**src/rtl/wp_cmd_pkg.sv**
```systemverilog
package wp_cmd_pkg;

    typedef enum logic [3:0] {
        M_IDLE   = 4'd0,
        M_C1     = 4'd1,
        M_C2     = 4'd2,
        M_ARM    = 4'd3,
        M_D3     = 4'd4,
        M_D4     = 4'd5,
        M_D5     = 4'd6,
        M_DISARM = 4'd7,
        M_PLAIN  = 4'd8
    } match_state_t;

    typedef struct packed {
        logic arm_seen;
        logic disarm_seen;
    } match_result_t;

endpackage

```
**src/rtl/wp_load_window.sv**
```systemverilog
module wp_load_window #(
    parameter int TIMEOUT_CYC = 37500
) (
    input  logic clk,
    input  logic rst_n,
    input  logic load_i,
    output logic expire_o,
    output logic done_o
);
    localparam int CNT_W = $clog2(TIMEOUT_CYC + 1);
    localparam logic [CNT_W-1:0] LAST = CNT_W'(TIMEOUT_CYC - 1);

    logic             open_q;
    logic [CNT_W-1:0] idle_q;
    logic             done_q;

    // Expiry: window open, idle count at its final value, and no load now.
    always_comb begin
        expire_o = open_q && !load_i && (idle_q == LAST);
    end

    always_ff @(posedge clk) begin
        if (!rst_n) begin
            open_q <= 1'b0;
            idle_q <= '0;
        end else if (load_i) begin
            open_q <= 1'b1;
            idle_q <= '0;
        end else if (expire_o) begin
            open_q <= 1'b0;
            idle_q <= '0;
        end else if (open_q) begin
            idle_q <= idle_q + 1'b1;
        end
    end

    always_ff @(posedge clk) begin
        if (!rst_n) done_q <= 1'b0;
        else        done_q <= expire_o;
    end

    assign done_o = done_q;

    // the close pulse lasts a single cycle.
    assert_done_single_R2: assert property (@(posedge clk) disable iff (!rst_n)
        done_q |=> !done_q);

    // a load in the cycle never produces a close on the next edge.
    assert_load_keeps_open_R11: assert property (@(posedge clk) disable iff (!rst_n)
        load_i |=> !done_q);

endmodule

```
**src/rtl/wp_seq_matcher.sv**
```systemverilog
module wp_seq_matcher
    import wp_cmd_pkg::*;
#(
    parameter int ADDR_W = 16,
    parameter int DATA_W = 16,
    parameter logic [ADDR_W-1:0] CMD_ADDR_A = 16'h5555,
    parameter logic [ADDR_W-1:0] CMD_ADDR_B = 16'h2AAA,
    parameter logic [DATA_W-1:0] KEY_ONE    = 16'h00AA,
    parameter logic [DATA_W-1:0] KEY_TWO    = 16'h0055,
    parameter logic [DATA_W-1:0] OP_ARM     = 16'h00A0,
    parameter logic [DATA_W-1:0] OP_ERASE   = 16'h0080,
    parameter logic [DATA_W-1:0] OP_DISARM  = 16'h0020
) (
    input  logic              clk,
    input  logic              rst_n,
    input  logic              load_i,
    input  logic [ADDR_W-1:0] addr_i,
    input  logic [DATA_W-1:0] data_i,
    input  logic              expire_i,
    output match_result_t     result_o
);
    match_state_t state_q, state_d;

    logic hit_a_one, hit_b_two, hit_a_arm, hit_a_erase, hit_a_disarm;

    always_comb begin
        hit_a_one    = (addr_i == CMD_ADDR_A) && (data_i == KEY_ONE);
        hit_b_two    = (addr_i == CMD_ADDR_B) && (data_i == KEY_TWO);
        hit_a_arm    = (addr_i == CMD_ADDR_A) && (data_i == OP_ARM);
        hit_a_erase  = (addr_i == CMD_ADDR_A) && (data_i == OP_ERASE);
        hit_a_disarm = (addr_i == CMD_ADDR_A) && (data_i == OP_DISARM);
    end

    // State register
    always_ff @(posedge clk) begin
        if (!rst_n) state_q <= M_IDLE;
        else        state_q <= state_d;
    end

    // Next state
    always_comb begin
        state_d = state_q;
        if (expire_i) begin
            state_d = M_IDLE;
        end else if (load_i) begin
            unique case (state_q)
                M_IDLE:   state_d = hit_a_one ? M_C1 : M_PLAIN;
                M_C1:     state_d = hit_b_two ? M_C2 : M_PLAIN;
                M_C2: begin
                    if (hit_a_arm)        state_d = M_ARM;
                    else if (hit_a_erase) state_d = M_D3;
                    else                  state_d = M_PLAIN;
                end
                M_D3:     state_d = hit_a_one    ? M_D4     : M_PLAIN;
                M_D4:     state_d = hit_b_two    ? M_D5     : M_PLAIN;
                M_D5:     state_d = hit_a_disarm ? M_DISARM : M_PLAIN;
                M_ARM:    state_d = M_ARM;
                M_DISARM: state_d = M_DISARM;
                M_PLAIN:  state_d = M_PLAIN;
                default:  state_d = M_PLAIN;
            endcase
        end
    end

    // Outputs
    always_comb begin
        result_o.arm_seen    = (state_q == M_ARM);
        result_o.disarm_seen = (state_q == M_DISARM);
    end

    // an expiring window leaves the matcher idle on the next cycle.
    assert_idle_after_close_R9: assert property (@(posedge clk) disable iff (!rst_n)
        expire_i |=> (state_q == M_IDLE));

    // once in plain data, only an expiry leaves that state.
    assert_plain_sticks_R8: assert property (@(posedge clk) disable iff (!rst_n)
        (state_q == M_PLAIN) && !expire_i |=> (state_q == M_PLAIN));

endmodule

```
**src/rtl/wp_prog_gate.sv**
```systemverilog
module wp_prog_gate
    import wp_cmd_pkg::*;
(
    input  logic          clk,
    input  logic          rst_n,
    input  logic          expire_i,
    input  match_result_t result_i,
    output logic          ok_o,
    output logic          lock_o
);
    // Models non-volatile storage: starts cleared at first power-up and
    // is deliberately outside the reset domain.
    logic lock_q = 1'b0;
    logic ok_q;
    logic allow;

    always_comb begin
        allow = result_i.arm_seen || result_i.disarm_seen || !lock_q;
    end

    always_ff @(posedge clk) begin
        if (expire_i && rst_n) begin
            if (result_i.arm_seen)         lock_q <= 1'b1;
            else if (result_i.disarm_seen) lock_q <= 1'b0;
        end
    end

    always_ff @(posedge clk) begin
        if (!rst_n) ok_q <= 1'b0;
        else        ok_q <= expire_i && allow;
    end

    assign ok_o   = ok_q;
    assign lock_o = lock_q;

    // the lock moves only on a window close.
    assert_lock_moves_at_close_R10: assert property (@(posedge clk) disable iff (!rst_n)
        (lock_q != $past(lock_q)) |-> $past(expire_i));

    // a locked window without a completed sequence is refused.
    assert_refuse_locked_R4: assert property (@(posedge clk) disable iff (!rst_n)
        expire_i && lock_q && !result_i.arm_seen && !result_i.disarm_seen |=> !ok_q);

endmodule

```
**src/rtl/wp_cmd_guard.sv**
```systemverilog
module wp_cmd_guard
    import wp_cmd_pkg::*;
#(
    parameter int ADDR_W      = 16,
    parameter int DATA_W      = 16,
    parameter int TIMEOUT_CYC = 37500,
    parameter logic [ADDR_W-1:0] CMD_ADDR_A = 16'h5555,
    parameter logic [ADDR_W-1:0] CMD_ADDR_B = 16'h2AAA,
    parameter logic [DATA_W-1:0] KEY_ONE    = 16'h00AA,
    parameter logic [DATA_W-1:0] KEY_TWO    = 16'h0055,
    parameter logic [DATA_W-1:0] OP_ARM     = 16'h00A0,
    parameter logic [DATA_W-1:0] OP_ERASE   = 16'h0080,
    parameter logic [DATA_W-1:0] OP_DISARM  = 16'h0020
) (
    input  logic              clk,
    input  logic              rst_n,
    input  logic              load_vld_i,
    input  logic [ADDR_W-1:0] load_addr_i,
    input  logic [DATA_W-1:0] load_data_i,
    output logic              win_done_o,
    output logic              prog_ok_o,
    output logic              lock_o
);
    logic          expire;
    match_result_t result;

    wp_load_window #(
        .TIMEOUT_CYC (TIMEOUT_CYC)
    ) u_window (
        .clk      (clk),
        .rst_n    (rst_n),
        .load_i   (load_vld_i),
        .expire_o (expire),
        .done_o   (win_done_o)
    );

    wp_seq_matcher #(
        .ADDR_W     (ADDR_W),
        .DATA_W     (DATA_W),
        .CMD_ADDR_A (CMD_ADDR_A),
        .CMD_ADDR_B (CMD_ADDR_B),
        .KEY_ONE    (KEY_ONE),
        .KEY_TWO    (KEY_TWO),
        .OP_ARM     (OP_ARM),
        .OP_ERASE   (OP_ERASE),
        .OP_DISARM  (OP_DISARM)
    ) u_match (
        .clk      (clk),
        .rst_n    (rst_n),
        .load_i   (load_vld_i),
        .addr_i   (load_addr_i),
        .data_i   (load_data_i),
        .expire_i (expire),
        .result_o (result)
    );

    wp_prog_gate u_gate (
        .clk      (clk),
        .rst_n    (rst_n),
        .expire_i (expire),
        .result_i (result),
        .ok_o     (prog_ok_o),
        .lock_o   (lock_o)
    );

    // permission is only ever reported together with a close pulse.
    assert_ok_with_done_R4: assert property (@(posedge clk) disable iff (!rst_n)
        prog_ok_o |-> win_done_o);

endmodule

```
**config.mk**
```make
export PLATFORM = sky130hd
export DESIGN_NAME = wp_cmd_guard
export DESIGN_NICKNAME = d
export VERILOG_FILES = /design/src/rtl/wp_cmd_pkg.sv /design/src/rtl/wp_load_window.sv /design/src/rtl/wp_seq_matcher.sv /design/src/rtl/wp_prog_gate.sv /design/src/rtl/wp_cmd_guard.sv
export SDC_FILE = /design/constraint.sdc
export NUM_CORES = 1
export LEC_CHECK = 0
export BUFFER_PORTS_ARGS = -buffer_cell sky130_fd_sc_hd__buf_4
export CORE_UTILIZATION = 52
export DETAILED_ROUTE_END_ITERATION = 7
export PLACE_DENSITY = 0.79
export SYNTH_ARGS = -nofsm -noshare
export SYNTH_HDL_FRONTEND = slang
export SYNTH_SLANG_ARGS = --single-unit
```
**constraint.sdc**
```tcl
create_clock -name clk -period 2 [get_ports clk]
set_clock_uncertainty 0.05 [all_clocks]
set_input_delay 0.2 -clock clk [delete_from_list [all_inputs] [get_ports clk]]
set_output_delay 0.2 -clock clk [all_outputs]
set_load 0.01 [all_outputs]
```
==> results.ini <==
[synthesis]
yosys_warnings = 0
synth.largest_area_cell = dfxtp_1
synth_ff_type = dfxtp_1
synth_most_common_cell = dfxtp_1
ys_ff_latch = 24
netlist_top_cells_area = dfxtp_1, nor2_1, nor4bb_1
synthArstFlopShare_pct = 0
yosys.area.top_type_share_pct = 32.2
synth_fp_nets = 201
syn_area_sq_um = 1430
synth_area_per_cell_sq_um = 8.66
synth-edff-count = 1
synth_top_cells_by_count = dfxtp_1, nor2_1, nand2_1, xor2_1
syn_inst = 165
ys_seq_area_share_pct = 34.3
ys_types = 52

[clock_tree]
cts_tree = done
clockBufferDepth = 2
clk_latency_ps = 310
clock-root-buffer = clkbuf_4
holdBufCountCts = 0
clock-sinks = 24
cts_made_buffers = 3
htree_levels = 1
path_clk_slew_ps = 120

[worst_hold_path]
min_path_type = in -> reg

[routing]
firstDrtPassIters = 4
antenna_left = 0
viasPerCell = 5.97
drcViolationCount = 0
vias = 1408
drt-initial-drc-count = 37
wl_mm = 3.31
routedWlPerCell_um = 14.0

[final_layout]
nets = 243
drive_gt1_share_pct = 26.7
syn_to_final_growth_pct = 25.3
diodes = 0
final_area_sq_um = 1790
fillers = 205

[timing]
setup_viol = 0
post-route-period-util_pct = 95.8
period_needed_ps = 1920
hold_violations = 0
rsz0062_at_grt = false
fmax_mhz = 522
fin_tns_setup_ps = 0
tightest_slew_ps = 440
slew_viol_final = 0
timing.slew.headroom_pct = 70.3

[floorplan]
start_util_pct = 56.1
die_h_um = 54.4
coreArea_sq_um = 2540
die_w_um = 54.4
die_area_sq_um = 2960
io_pins = 38
rows = 18

[grt]
grt-ovfl-total = 0
grt_max_degree = 17
grt_use_total_pct = 24.4
grt_pass1_vias = 1293
grt_antenna_before_repair = 0
grt_pass1_wl_mm = 5.28

[critical_path]
crit_path_cell_trace = nor4b_2 > nand3_1 > or4_1 > nand2b_4 > nor2_1
cp-end-kind = flop
worstPathMaxFanout = 5
cpMaxStageDelayCell = or4_1
worstSetupPathType = reg -> reg
critPathMaxStageDelay_ps = 440
cp.arrival_ps = 1900
crit_required_ps = 1990
crit_path_start_kind = flop
r2r_slack_ps = 80

[placement]
dp_hpwl_mm = 2.73
place_congestion = 0.931
io_buffers = 37
placed_area_sq_um = 1750

[pwr]
leakage_nw = 0.691
peakVddDrop_v = 0.000569
power_density_nw_per_um2 = 475

[status]
status = finished, final reports clean

[run]
cap_violations = 0

cells by family (layout without fill, tap and decap cells):
logic type / after synthesis / after routing / share of synthesized area, %
xor gates and xnor gates: 14 / 14 / 8.58
AOI/OAI and AO/OA: 17 / 17 / 8.76
and+or+nand+nor: 99 / 99 / 44.3
muxes: 1 / 1 / 0.701
buffers and inverters: 9 / 50 / 2.45
DFF: 24 / 24 / 34.3
adders and majority gates: 1 / 1 / 0.876
area by class of cell:
cell class / instances / area (sq um) / area share, %
sequential: 24 / 490 / 27.4
inverter: 6 / 22.5 / 1.26
multi-input combinational: 132 / 903 / 50.5
timing repair buffer: 40 / 300 / 16.8
tap: 30 / 37.5 / 2.10
clock buffer: 4 / 36.3 / 2.03
metrics by stage:
stage	power, W	setup WS [ps]	util (%)	instances	hold WS [ps]
final	0.000851	83.1	70.4	236	64.3
after global placement	0.000606	178	68.6	231	387
after global routing	0.000885	5.05	70.4	236	73.1
after floorplan	0.000537	253	-	165	268
after detailed placement	0.000611	115	68.6	231	393
after CTS	0.000855	94.4	70.1	235	61.5
placed cells by master (no fill, tap or decap), drive strengths merged, types with 2 or more instances in the layout:
cell	netlist	layout
a21oi	2	2
a31oi	2	2
a32oi	2	2
and3	7	7
and4	2	2
and4b	2	2
buf	1	40
clkbuf	2	4
dfxtp	23	23
inv	6	6
nand2	14	14
nand3	8	8
nand4	7	7
nand4b	2	2
nor2	23	23
nor2b	2	2
nor3	2	2
nor4	5	5
nor4b	6	6
nor4bb	8	8
o21ai	3	3
or3	2	2
or4	2	2
xnor2	5	5
xor2	9	9
registers in the layout, summed over array words and instances (netlist names):
| name | cells |
|---|---|
| u_window.open_q | 1 |
| u_gate.ok_o | 1 |
| u_window.done_o | 1 |
| u_window.idle_q | 16 |
| u_gate.lock_o | 1 |
| u_match.state_q | 4 |
critical path: cells and delay by family, from the launching register on:
| family | cells | cell delay (ps) |
|---|---|---|
| AND/OR/NAND/NOR | 5 | 1220 |
| flip-flops | 1 | 380 |
worst paths after layout:
| path | startpoint | end | cells past startpoint |
|---|---|---|---|
| min reg2reg | u_gate.lock_o | u_gate.ok_o | 1 |
| max | u_window.idle_q[11] | u_gate.lock_o | 5 |
| max reg2reg | u_window.idle_q[11] | u_gate.lock_o | 5 |
| min | rst_n | u_window.open_q | 2 |
per-layer routing:
layer / routed length [um] / GRT usage, %
met5: 0 / 0
met4: 19 / 3.85
met3: 154 / 5.00
met2: 1660 / 45.3
met1: 1480 / 28.9
what timing repair did:
action	CTS	global route
buffers inserted	0	1
setup endpoints to repair	0	1
gates resized for setup	0	0
power breakdown:
part	switching, W	internal [W]	leakage [nW]
sequential	0.00000764	0.000485	0.194
combinational	0.0000432	0.0000650	0.476
clock	0.000138	0.000111	0.0210
total	0.000189	0.000662	0.691
(Power assumes the default switching activity.)
